`src/rtl/mdsq_pkg.sv`:
```
package mdsq_pkg;

    localparam logic [3:0] OP_NONE  = 4'd0;
    localparam logic [3:0] OP_MULU  = 4'd1;
    localparam logic [3:0] OP_MULS  = 4'd2;
    localparam logic [3:0] OP_MULF  = 4'd3;
    localparam logic [3:0] OP_DIV   = 4'd4;
    localparam logic [3:0] OP_DFIX  = 4'd5;
    localparam logic [3:0] OP_ROOT  = 4'd6;
    localparam logic [3:0] OP_ASR32 = 4'd7;
    localparam logic [3:0] OP_ASR16 = 4'd8;

    localparam logic [1:0] SEL_T  = 2'd0;
    localparam logic [1:0] SEL_N  = 2'd1;
    localparam logic [1:0] SEL_MD = 2'd2;
    localparam logic [1:0] SEL_SR = 2'd3;

    typedef enum logic [1:0] {
        ST_IDLE,
        ST_MULT,
        ST_DIVD,
        ST_ROOT
    } seq_state_e;

    function automatic seq_state_e op_family(input logic [3:0] op);
        case (op)
            OP_MULU, OP_MULS, OP_MULF: op_family = ST_MULT;
            OP_DIV:                    op_family = ST_DIVD;
            OP_ROOT:                   op_family = ST_ROOT;
            default:                   op_family = ST_IDLE;
        endcase
    endfunction

    function automatic logic op_is_none(input logic [3:0] op);
        op_is_none = (op == OP_NONE) || (op > OP_ASR16);
    endfunction

endpackage

```
`src/rtl/mdsq_mul_step.sv`:
```
module mdsq_mul_step #(
    parameter int W = 16
) (
    input  logic [W-1:0] t_in,
    input  logic [W-1:0] n_in,
    input  logic [W-1:0] md_in,
    input  logic         signed_mode,
    input  logic         booth_prev,
    output logic [W-1:0] t_out,
    output logic [W-1:0] n_out
);
    logic [W:0] acc_x;
    logic [W:0] md_x;
    logic [W:0] sum;

    always_comb begin
        if (signed_mode) begin
            acc_x = {t_in[W-1], t_in};
            md_x  = {md_in[W-1], md_in};
            unique case ({n_in[0], booth_prev})
                2'b01:   sum = acc_x + md_x;
                2'b10:   sum = acc_x - md_x;
                default: sum = acc_x;
            endcase
        end else begin
            acc_x = {1'b0, t_in};
            md_x  = {1'b0, md_in};
            sum   = n_in[0] ? (acc_x + md_x) : acc_x;
        end
        t_out = sum[W:1];
        n_out = {sum[0], n_in[W-1:1]};
    end
endmodule

```
`src/rtl/mdsq_div_step.sv`:
```
module mdsq_div_step #(
    parameter int W = 16
) (
    input  logic [W-1:0] t_in,
    input  logic [W-1:0] n_in,
    input  logic [W-1:0] md_in,
    input  logic         ext_in,
    input  logic         fixup,
    output logic [W-1:0] t_out,
    output logic [W-1:0] n_out,
    output logic         ext_out
);
    logic [W+1:0] part;
    logic [W+1:0] dvs;
    logic [W+1:0] res;
    logic [W-1:0] fix_sum;

    always_comb begin
        part    = {ext_in, t_in, n_in[W-1]};
        dvs     = {2'b00, md_in};
        res     = ext_in ? (part + dvs) : (part - dvs);
        fix_sum = t_in + md_in;
        if (fixup) begin
            t_out   = ext_in ? fix_sum : t_in;
            n_out   = n_in;
            ext_out = 1'b0;
        end else begin
            t_out   = res[W-1:0];
            ext_out = res[W];
            n_out   = {n_in[W-2:0], ~res[W+1]};
        end
    end
endmodule

```
`src/rtl/mdsq_root_step.sv`:
```
module mdsq_root_step #(
    parameter int W = 16
) (
    input  logic [W-1:0] t_in,
    input  logic [W-1:0] n_in,
    input  logic [W-1:0] md_in,
    input  logic         ext_in,
    input  logic [W-1:0] sr_in,
    output logic [W-1:0] t_out,
    output logic [W-1:0] n_out,
    output logic [W-1:0] md_out,
    output logic         ext_out,
    output logic [W-1:0] sr_out
);
    logic [W+2:0] acc;
    logic [W+2:0] trial;
    logic [W+2:0] diff;
    logic [W+2:0] rem;
    logic         fits;

    always_comb begin
        acc     = {ext_in, md_in, t_in[W-1:W-2]};
        trial   = {1'b0, sr_in, 2'b01};
        diff    = acc - trial;
        fits    = (acc >= trial);
        rem     = fits ? diff : acc;
        md_out  = rem[W-1:0];
        ext_out = rem[W];
        sr_out  = {sr_in[W-2:0], fits};
        t_out   = {t_in[W-3:0], n_in[W-1:W-2]};
        n_out   = {n_in[W-3:0], 2'b00};
    end
endmodule

```
`src/rtl/mdsq_step_unit.sv`:
```
module mdsq_step_unit
    import mdsq_pkg::*;
#(
    parameter int W = 16
) (
    input  logic         clk,
    input  logic         rst_n,
    input  logic         wr_en,
    input  logic [1:0]   wr_sel,
    input  logic [W-1:0] wr_data,
    input  logic [3:0]   step_op,
    output logic [W-1:0] t_q,
    output logic [W-1:0] n_q,
    output logic [W-1:0] md_q,
    output logic [W-1:0] sr_q,
    output logic         ext_q
);
    localparam int CW = (W > 2) ? $clog2(W) : 1;
    localparam logic [CW-1:0] LAST_IDX = CW'(W - 1);

    seq_state_e    state_r, state_nx;
    logic [CW-1:0] cnt_r, cnt_nx;
    logic [CW-1:0] idx;
    logic          last_step;
    seq_state_e    fam;

    logic [W-1:0]  t_r, n_r, md_r, sr_r;
    logic          ext_r, booth_r;
    logic [W-1:0]  t_nx, n_nx, md_nx, sr_nx;
    logic          ext_nx, booth_nx;

    logic [W-1:0]  mul_t, mul_n;
    logic [W-1:0]  div_t, div_n;
    logic          div_e;
    logic [W-1:0]  rt_t, rt_n, rt_md, rt_sr;
    logic          rt_e;
    logic          prev_bit;

    assign fam       = op_family(step_op);
    assign idx       = (state_r == fam && fam != ST_IDLE) ? cnt_r : '0;
    assign last_step = (idx == LAST_IDX);
    assign prev_bit  = (state_r == ST_MULT) ? booth_r : 1'b0;

    mdsq_mul_step #(.W(W)) u_mul (
        .t_in        (t_r),
        .n_in        (n_r),
        .md_in       (md_r),
        .signed_mode (step_op != OP_MULU),
        .booth_prev  (prev_bit),
        .t_out       (mul_t),
        .n_out       (mul_n)
    );

    mdsq_div_step #(.W(W)) u_div (
        .t_in    (t_r),
        .n_in    (n_r),
        .md_in   (md_r),
        .ext_in  (ext_r),
        .fixup   (step_op == OP_DFIX),
        .t_out   (div_t),
        .n_out   (div_n),
        .ext_out (div_e)
    );

    mdsq_root_step #(.W(W)) u_root (
        .t_in    (t_r),
        .n_in    (n_r),
        .md_in   (md_r),
        .ext_in  (ext_r),
        .sr_in   (sr_r),
        .t_out   (rt_t),
        .n_out   (rt_n),
        .md_out  (rt_md),
        .ext_out (rt_e),
        .sr_out  (rt_sr)
    );

    // Sequence tracker: next state
    always_comb begin
        state_nx = state_r;
        cnt_nx   = cnt_r;
        if (wr_en) begin
            state_nx = ST_IDLE;
            cnt_nx   = '0;
        end else if (op_is_none(step_op)) begin
            state_nx = state_r;
            cnt_nx   = cnt_r;
        end else if (fam == ST_IDLE || last_step) begin
            state_nx = ST_IDLE;
            cnt_nx   = '0;
        end else begin
            state_nx = fam;
            cnt_nx   = idx + 1'b1;
        end
    end

    // Sequence tracker: state register
    always_ff @(posedge clk) begin
        if (!rst_n) begin
            state_r <= ST_IDLE;
            cnt_r   <= '0;
        end else begin
            state_r <= state_nx;
            cnt_r   <= cnt_nx;
        end
    end

    // Datapath: next register values
    always_comb begin
        t_nx     = t_r;
        n_nx     = n_r;
        md_nx    = md_r;
        sr_nx    = sr_r;
        ext_nx   = ext_r;
        booth_nx = booth_r;
        if (wr_en) begin
            ext_nx = 1'b0;
            unique case (wr_sel)
                SEL_T:   t_nx  = wr_data;
                SEL_N:   n_nx  = wr_data;
                SEL_MD:  md_nx = wr_data;
                default: sr_nx = wr_data;
            endcase
        end else begin
            unique case (step_op)
                OP_MULU, OP_MULS: begin
                    t_nx     = mul_t;
                    n_nx     = mul_n;
                    booth_nx = n_r[0];
                end
                OP_MULF: begin
                    booth_nx = n_r[0];
                    if (last_step) begin
                        {t_nx, n_nx} = {mul_t, mul_n} << 1;
                    end else begin
                        t_nx = mul_t;
                        n_nx = mul_n;
                    end
                end
                OP_DIV, OP_DFIX: begin
                    t_nx   = div_t;
                    n_nx   = div_n;
                    ext_nx = div_e;
                end
                OP_ROOT: begin
                    t_nx   = rt_t;
                    n_nx   = rt_n;
                    md_nx  = rt_md;
                    ext_nx = rt_e;
                    sr_nx  = rt_sr;
                end
                OP_ASR32: begin
                    {t_nx, n_nx} = {t_r[W-1], t_r, n_r[W-1:1]};
                end
                OP_ASR16: begin
                    t_nx = {t_r[W-1], t_r[W-1:1]};
                end
                default: begin
                    t_nx = t_r;
                end
            endcase
        end
    end

    // Datapath: register bank
    always_ff @(posedge clk) begin
        if (!rst_n) begin
            t_r     <= '0;
            n_r     <= '0;
            md_r    <= '0;
            sr_r    <= '0;
            ext_r   <= 1'b0;
            booth_r <= 1'b0;
        end else begin
            t_r     <= t_nx;
            n_r     <= n_nx;
            md_r    <= md_nx;
            sr_r    <= sr_nx;
            ext_r   <= ext_nx;
            booth_r <= booth_nx;
        end
    end

    assign t_q   = t_r;
    assign n_q   = n_r;
    assign md_q  = md_r;
    assign sr_q  = sr_r;
    assign ext_q = ext_r;

endmodule

```
`config.mk`:
```
export PLATFORM = sky130hd
export DESIGN_NAME = mdsq_step_unit
export DESIGN_NICKNAME = d
export VERILOG_FILES = /design/src/rtl/mdsq_pkg.sv /design/src/rtl/mdsq_mul_step.sv /design/src/rtl/mdsq_div_step.sv /design/src/rtl/mdsq_root_step.sv /design/src/rtl/mdsq_step_unit.sv
export SDC_FILE = /design/constraint.sdc
export NUM_CORES = 1
export LEC_CHECK = 0
export CORE_MARGIN = 1.5
export CORE_UTILIZATION = 30
export DETAILED_ROUTE_END_ITERATION = 8
export DONT_BUFFER_PORTS = 1
export SLEW_MARGIN = 20
export SYNTH_ARGS = -nofsm -noshare
export SYNTH_HDL_FRONTEND = slang
export SYNTH_HIERARCHICAL = 1
export SYNTH_SLANG_ARGS = --single-unit
```
`constraint.sdc`:
```
create_clock -name clk -period 7.3 [get_ports clk]
set_input_delay 0.365 -clock clk [delete_from_list [all_inputs] [get_ports clk]]
set_output_delay 0.365 -clock clk [all_outputs]
set_load 0.02 [all_outputs]
```
==> results.md, run 1 <==
- Worst hold path type: primary input to flop
- First-pass GRT wire length: 61300 um
- Final-report max-slew violation count: 0
- Cell Area, Synth: 0.0113 sq mm
- Placed cell areas: 0.0113 sq mm
- Highest-count cells in the layout ignoring fill and taps: nand2_1 (147), nor2_1 (110), o21ai_0 (100), a21oi_1 (100), ha_1 (87)
- CTS clk-pin slew, worst paths: 0.07 ns
- Netlist cell types: 96
- Area of the multi-input gates: just under 0.009 sq mm
- Worst path required time: ~7.6 ns
- Via count: 11355
- Worst Clk Skew: 0.0165 ns
- Most common cell after layout, fill and taps aside: nand2_1
- Critical path peak fanout: 14
- Worst setup path start: md_q[3]$_SDFFE_PN0P_
- Core footprint: between 0.03 and 0.04 sq mm
- Final Cycle Share: 62.4%
- Post-layout instance area: 0.0116 sq mm
- CTS Root Cell: clkbuf_16
- Nets: 1520
- Critical Path Start Type: flop
- Syn avg cell area: 7.53 sq um
- Total track usage: 20.2%
- Die height: 197 um
- DRT iter0 DRCs: ~1100
- Status: finished clean
- I/O Buffers: 0
- Setup Buffers After CTS: 0
- CTS buffer count: 9
- Via-per-instance ratio: 5.94
- Max clock buf depth: 2
- Number of synthesized register bits: 72
- Cts hold-fix bufs: 0
- Filler cells: 3932
- LEAKAGE: 4.65 nW
- DR top layer: met4
- Final Setup Violations: 0
- Worst Tran Pin Value: a little under 1 ns
- Peak supply drop: between 0.15 and 0.2 mV
- Critical path endpoint category: flop
- RSZ-0062 raised after global routing: no
- R2r setup slk: about 2.7 ns
- DR WL met3: 4280 um
- Routed Wire Length: 40200 um
- Initial core utilization: 30.7%
- Ratio of cells with drive above 1 in the final layout: 10.5%
- Critical path class: flop to flop
- Final GP Congestion: 0.913
- Cell Pwr Density: 192 mW/mm^2
- ANT nets after route: 0
- Post-synthesis instance total: 1505
- Warnings from Yosys: 6
- R2R depth: 17
- Sink Count: ~70
- Grt total ovfl: 0
- TritonCTS clock tree: yes
- DRT Pass-1 Iters: 7
- Minimum clock period: 4.56 ns
- Area grow syn2layout: 2.65%
- Top FF cell, synth: dfxtp_1
- I/O pins: 90
- WL met2: 17200 um
- Upper clock frequency limit: 219 MHz
- H-tree Lvls: 3
- Post-synthesis async set-or-reset flop share: 0%
- Drt drc: 0
- EDFF count, synth: 0
- Die area: between 0.03 and 0.04 sq mm
- Routed met1 length: 17700 um
- Register area: 0.00144 sq mm
- Worst R2R End: t_q[15]$_SDFFE_PN0P_
- Die W: 197 um
- CP endpoint: t_q[15]$_SDFFE_PN0P_
- Cell row count: 70
- Ant. Diodes: 0
- Sequential element share of the synthesized area: 12.7%
- Clk_lat worst skew: about 0.36 ns
- Worst hold stages: 1
- Initial antenna violation count: 0
- Setup TNS: 0 ns
- Count of final hold-check violations: 0
- Max cap viols: 0
- WL per Instance: roughly 21 um
- # resized after CTS: 0
- Largest net degree at the start of global routing: 67
- HPWL Detailed: 29500 um
- Vias in the first global route: 10169
- Worst Path Arrival: 4.83 ns
- Reg-to-Reg Start: md_q[3]$_SDFFE_PN0P_
- Slew headroom: a little over a third
-- Yosys cell counts (all sizes together), types with 11 or more instances --
cell type / n / share of area (%)
nor4: 11 / 0.61
o21bai: 15 / 0.99
o211a: 36 / 3.2
o311a: 17 / 1.5
mux2: 48 / 5.0
o211ai: 20 / 1.3
o221a: 16 / 1.6
nand2b: 19 / 1.0
xnor2: 54 / 4.2
buf: 95 / 6.0
nor2b: 35 / 1.9
inv: 61 / 2.0
a31oi: 11 / 0.61
ha: 87 / 9.6
or3: 12 / 0.66
o21a: 19 / 1.3
a21o: 20 / 1.3
a41oi: 16 / 1.2
mux2i: 35 / 3.1
clkbuf: 46 / 1.7
nor2: 113 / 3.8
a211oi: 21 / 1.5
a221oi: 17 / 1.3
nand3: 45 / 2.0
xor2: 26 / 2.0
o22ai: 22 / 1.7
dfxtp: 72 / 13
a21oi: 102 / 4.6
nor3: 24 / 1.4
nand2: 147 / 4.9
o21ai: 108 / 4.8
o221ai: 13 / 1.0
-- per-stage QoR --
step / setup slack (ns) / total power, W / util, % / cells / hold WS [ns]
2_1_floorplan: 3.43 / 0.00153 / - / 1506 / 0.440
3_3_place_gp: 2.96 / 0.00173 / 30.7 / 1896 / 0.459
3_5_place_dp: 2.82 / 0.00174 / 30.7 / 1896 / 0.469
4_1_cts: 2.80 / 0.00222 / 31.5 / 1912 / 0.131
5_1_grt: 2.29 / 0.00238 / 31.5 / 1913 / 0.135
6_report: 2.74 / 0.00223 / 31.5 / 1913 / 0.155
-- power by group --
part | switching, W | internal (W) | leakage, nW
combinational | 0.000687 | 0.000539 | 3.91
sequential | 0.000105 | 0.000422 | 0.592
clock | 0.000198 | 0.000276 | 0.147
-- worst min-delay path by stage --
stage | from | slack (ns) | end
finish | rst_n | 0.16 | sr_q[9]$_SDFFE_PN0P_
global route | rst_n | 0.13 | sr_q[7]$_SDFFE_PN0P_
global placement | state_r[1]$_SDFFE_PP0N_ | 0.46 | state_r[1]$_SDFFE_PP0N_
detailed placement | state_r[1]$_SDFFE_PP0N_ | 0.47 | state_r[1]$_SDFFE_PP0N_
floorplan | state_r[1]$_SDFFE_PP0N_ | 0.44 | state_r[1]$_SDFFE_PP0N_
CTS | rst_n | 0.13 | md_q[9]$_SDFFE_PN0P_
-- layout make-up --
type,count,area share (%)
multi-input combinational,1230,75.7
sequential,72,12.4
tap,504,5.42
clock buffer,12,2.12
inverter,63,2.03
timing repair buffer,28,1.84
clock inverter,4,0.452
-- per-layer routing --
metal,vias up,global-route usage (%)
met5,-,0
met4,0,5.99
met3,61,7.03
met2,504,30.4
met1,5400,26.9
li1,5390,-
-- critical path, cell delays in order (launching register included) --
cell      delay (ns)
dfxtp_1         0.62
nor2_1          0.26
nor4b_1         0.73
nand2_1         0.13
nor2_1          0.24
a21oi_1         0.12
xnor2_1         0.17
ha_1            0.37
nand2_1         0.06
o21ai_0         0.36
nand2b_1        0.16
o31ai_1         0.08
xnor2_1         0.19
o22ai_1         0.10
a21oi_1         0.24
nand2_1         0.10
mux2_2          0.30
a311oi_1        0.22
-- cell families after synthesis --
family / synth area share, %
AOI/OAI and AO/OA: 33.2
xor gates and xnor gates: 6.18
adders and majority gates: 10.3
buffers and inverters: 9.76
DFF: 12.7
muxes: 8.06
other: 0.0331
and+or+nand+nor: 19.7
-- sequential cells by signal (all words and copies together), names as in the netlist --
register and flops:
booth_r 1, cnt_r 4, ext_q 1, md_q 16
n_q 16, sr_q 16, state_r 2, t_q 16
Note: power is estimated with default switching activity, not from simulation.
==> run 2, diff against run 1 <==
==> constraint.sdc (replaced) <==
create_clock -name clk -period 3.8 [get_ports clk]
set_input_delay 0.19 -clock clk [delete_from_list [all_inputs] [get_ports clk]]
set_output_delay 0.19 -clock clk [all_outputs]
set_load 0.02 [all_outputs]
==> results.md, run 2 (synthesis results as in run 1) <==
- Status: finished with violations (was finished clean)
- Violated checks: negative setup slack
- Nets: 1635 (was 1520)
- Cell row count: 70 (unchanged)
- Critical path endpoint category: flop (unchanged)
- Via count: 12194 (was 11355)
- DRT Pass-1 Iters: 6 (was 7)
- Ratio of cells with drive above 1 in the final layout: 21.5% (was 10.5%)
- Routed Wire Length: 45000 um (was 40200 um)
- Worst Clk Skew: 0.0188 ns (was 0.0165 ns)
- I/O Buffers: 0 (unchanged)
- Highest-count cells in the layout ignoring fill and taps: nand2_1 (147), buf_4 (139), nor2_1 (107), o21ai_0 (95), a21oi_1 (88) (was nand2_1 (147), nor2_1 (110), o21ai_0 (100), a21oi_1 (100), ha_1 (87))
- Drt drc: 0 (unchanged)
- ANT nets after route: 0 (unchanged)
- TritonCTS clock tree: yes (unchanged)
- CTS clk-pin slew, worst paths: 0.08 ns (was 0.07 ns)
- Filler cells: 3878 (was 3932)
- Minimum clock period: 3.87 ns (was 4.56 ns)
- Core footprint: 0.0369 sq mm (unchanged)
- CTS buffer count: 9 (unchanged)
- Post-Place Cells: 1996 (was 1896)
- Slew headroom: 28.3% (was 34.9%)
- Final Cycle Share: 102% (was 62.4%)
- R2r setup slk: -0.07 ns (was 2.74 ns)
- Count of final hold-check violations: 0 (unchanged)
- RSZ-0062 raised after global routing: yes (was no)
- Critical Path Start Type: flop (unchanged)
- Max cap viols: 0 (unchanged)
- DP Worst Slack: -0.110 ns (was 2.82 ns)
- Final Total Pwr: 0.00478 W (was 0.00223 W)
- Cell Pwr Density: 370 mW/mm^2 (was 192 mW/mm^2)
- Area grow syn2layout: 14.1% (was 2.65%)
- LEAKAGE: 5.31 nW (was 4.65 nW)
- Total track usage: 22.4% (was 20.2%)
- First-pass GRT wire length: 67300 um (was 61300 um)
- Max clock buf depth: 2 (unchanged)
- Die area: 0.0389 sq mm (unchanged)
- Critical path class: flop to flop (unchanged)
- Sink Count: 72 (unchanged)
- Die height: 197 um (unchanged)
- Clk_lat worst skew: 0.36 ns (about the same)
- WHS: 0.00973 ns (was 0.155 ns)
- CTS Root Cell: clkbuf_16 (unchanged)
- Peak supply drop: 0.221 mV (was 0.189 mV)
- Fin util: 35.1% (was 31.5%)
- HP Start: rst_n (unchanged)
- Worst hold path type: primary input to flop (unchanged)
- Worst setup margin: -0.0721 ns (was 2.74 ns)
- H-tree Lvls: 3 (unchanged)
- Worst Path Arrival: 4.13 ns (was 4.83 ns)
- Most common cell after layout, fill and taps aside: nand2_1 (unchanged)
- Die W: 197 um (unchanged)
- Largest net degree at the start of global routing: 49 (was 67)
- Reg-to-Reg Start: md_q[1]$_SDFFE_PN0P_ (was md_q[3]$_SDFFE_PN0P_)
- Grt total ovfl: 0 (unchanged)
- WL per Instance: 22.2 um (was 21.0 um)
- Initial antenna violation count: 3 (was 0)
- Fin cells: 2028 (was 1913)
- Worst path required time: 4.06 ns (was 7.57 ns)
- Final GP Congestion: 0.976 (was 0.913)
- Final-report max-slew violation count: 0 (unchanged)
- Final Setup Violations: 3 (was 0)
- Worst Tran Pin Value: 1.08 ns (was 0.976 ns)
- Vias in the first global route: 11294 (was 10169)
- Initial core utilization: 30.7% (unchanged)
- Ant. Diodes: 0 (unchanged)
- Upper clock frequency limit: 258 MHz (was 219 MHz)
- Via-per-instance ratio: 6.01 (was 5.94)
- Critical path peak fanout: 4 (was 14)
- I/O pins: 90 (unchanged)
- Worst setup path start: md_q[1]$_SDFFE_PN0P_ (was md_q[3]$_SDFFE_PN0P_)
- HPWL Detailed: 33400 um (was 29500 um)
- DRT iter0 DRCs: 1476 (was 1147)
## run 2: changes by cell type in the layout (fill, tap and decap cells not counted), sizes merged
cell         delta
dlygate4sd3     +1
clkbuf          -2
bufinv          -1
inv             +1
buf           +114
clkinvlp        +2
## run 2: per-layer routing
metal  global-route usage, %  vias to the layer above  part of all wire [%]  wire length, um
met2                    35.0                      612                    44            19600
met1                    29.7                     5838                    42            19000
met3                    5.62                      119                    10             4610
li1                        -                     5621                     -                -
met5                       0                        -                 0.049               22
met4                    8.17                        4                   3.9             1750
## run 2: final cells by class
| type | count | area (sq um) | area share (%) |
|---|---|---|---|
| clock buffer | 10 | 229 | 1.77 |
| clock inverter | 6 | 42.5 | 0.329 |
| inverter | 63 | 241 | 1.87 |
| multi-input combinational | 1230 | 9230 | 71.4 |
| sequential | 72 | 1450 | 11.2 |
| tap | 504 | 631 | 4.88 |
| timing repair buffer | 143 | 1100 | 8.51 |
## run 2: critical path, cell delays in order (launching register included)
cell      delay, ns
dfxtp_4        0.37
inv_4          0.07
ha_4           0.14
or4b_4         0.52
nor3_4         0.27
a21oi_2        0.10
xnor2_1        0.20
ha_2           0.32
a21oi_2        0.17
o21ai_1        0.09
buf_4          0.17
nor3_4         0.16
a21oi_4        0.09
xnor2_2        0.16
nor3_2         0.19
a311o_1        0.18
nand2_1        0.06
mux2_4         0.30
a311oi_2       0.21
## run 2: what timing repair did
action                                  CTS  global route
endpoints found under the setup margin    8            13
resized for setup                        15            78
endpoints found under the hold margin    34             0
gates cloned                              0             0
pin swaps                                 3            41
hold buffers                              2             0
buffers inserted                          1            12
## run 2: final timing paths
kind / to / cells past startpoint
setup / recovery: t_q[15]$_SDFFE_PN0P_ / 18
hold / removal: n_q[10]$_SDFFE_PN0P_ / 2
setup reg to reg: t_q[15]$_SDFFE_PN0P_ / 18
hold reg to reg: cnt_r[1]$_SDFFE_PP0N_ / 2
## run 2: power by group
part	switching, W	leakage (nW)	internal [W]	total, W
Sequential	0.000149	0.594	0.000811	0.000960
Clock	0.000405	0.129	0.000446	0.000851
Combinational	0.00159	4.59	0.00138	0.00297
## run 2: through the flow
stage	TNS, ns	cell area [sq um]
after floorplan	0	11300
after global placement	-0.343	12100
after detailed placement	-0.403	12100
after CTS	-0.0401	12400
after global routing	-0.753	12900
final	-0.125	12900
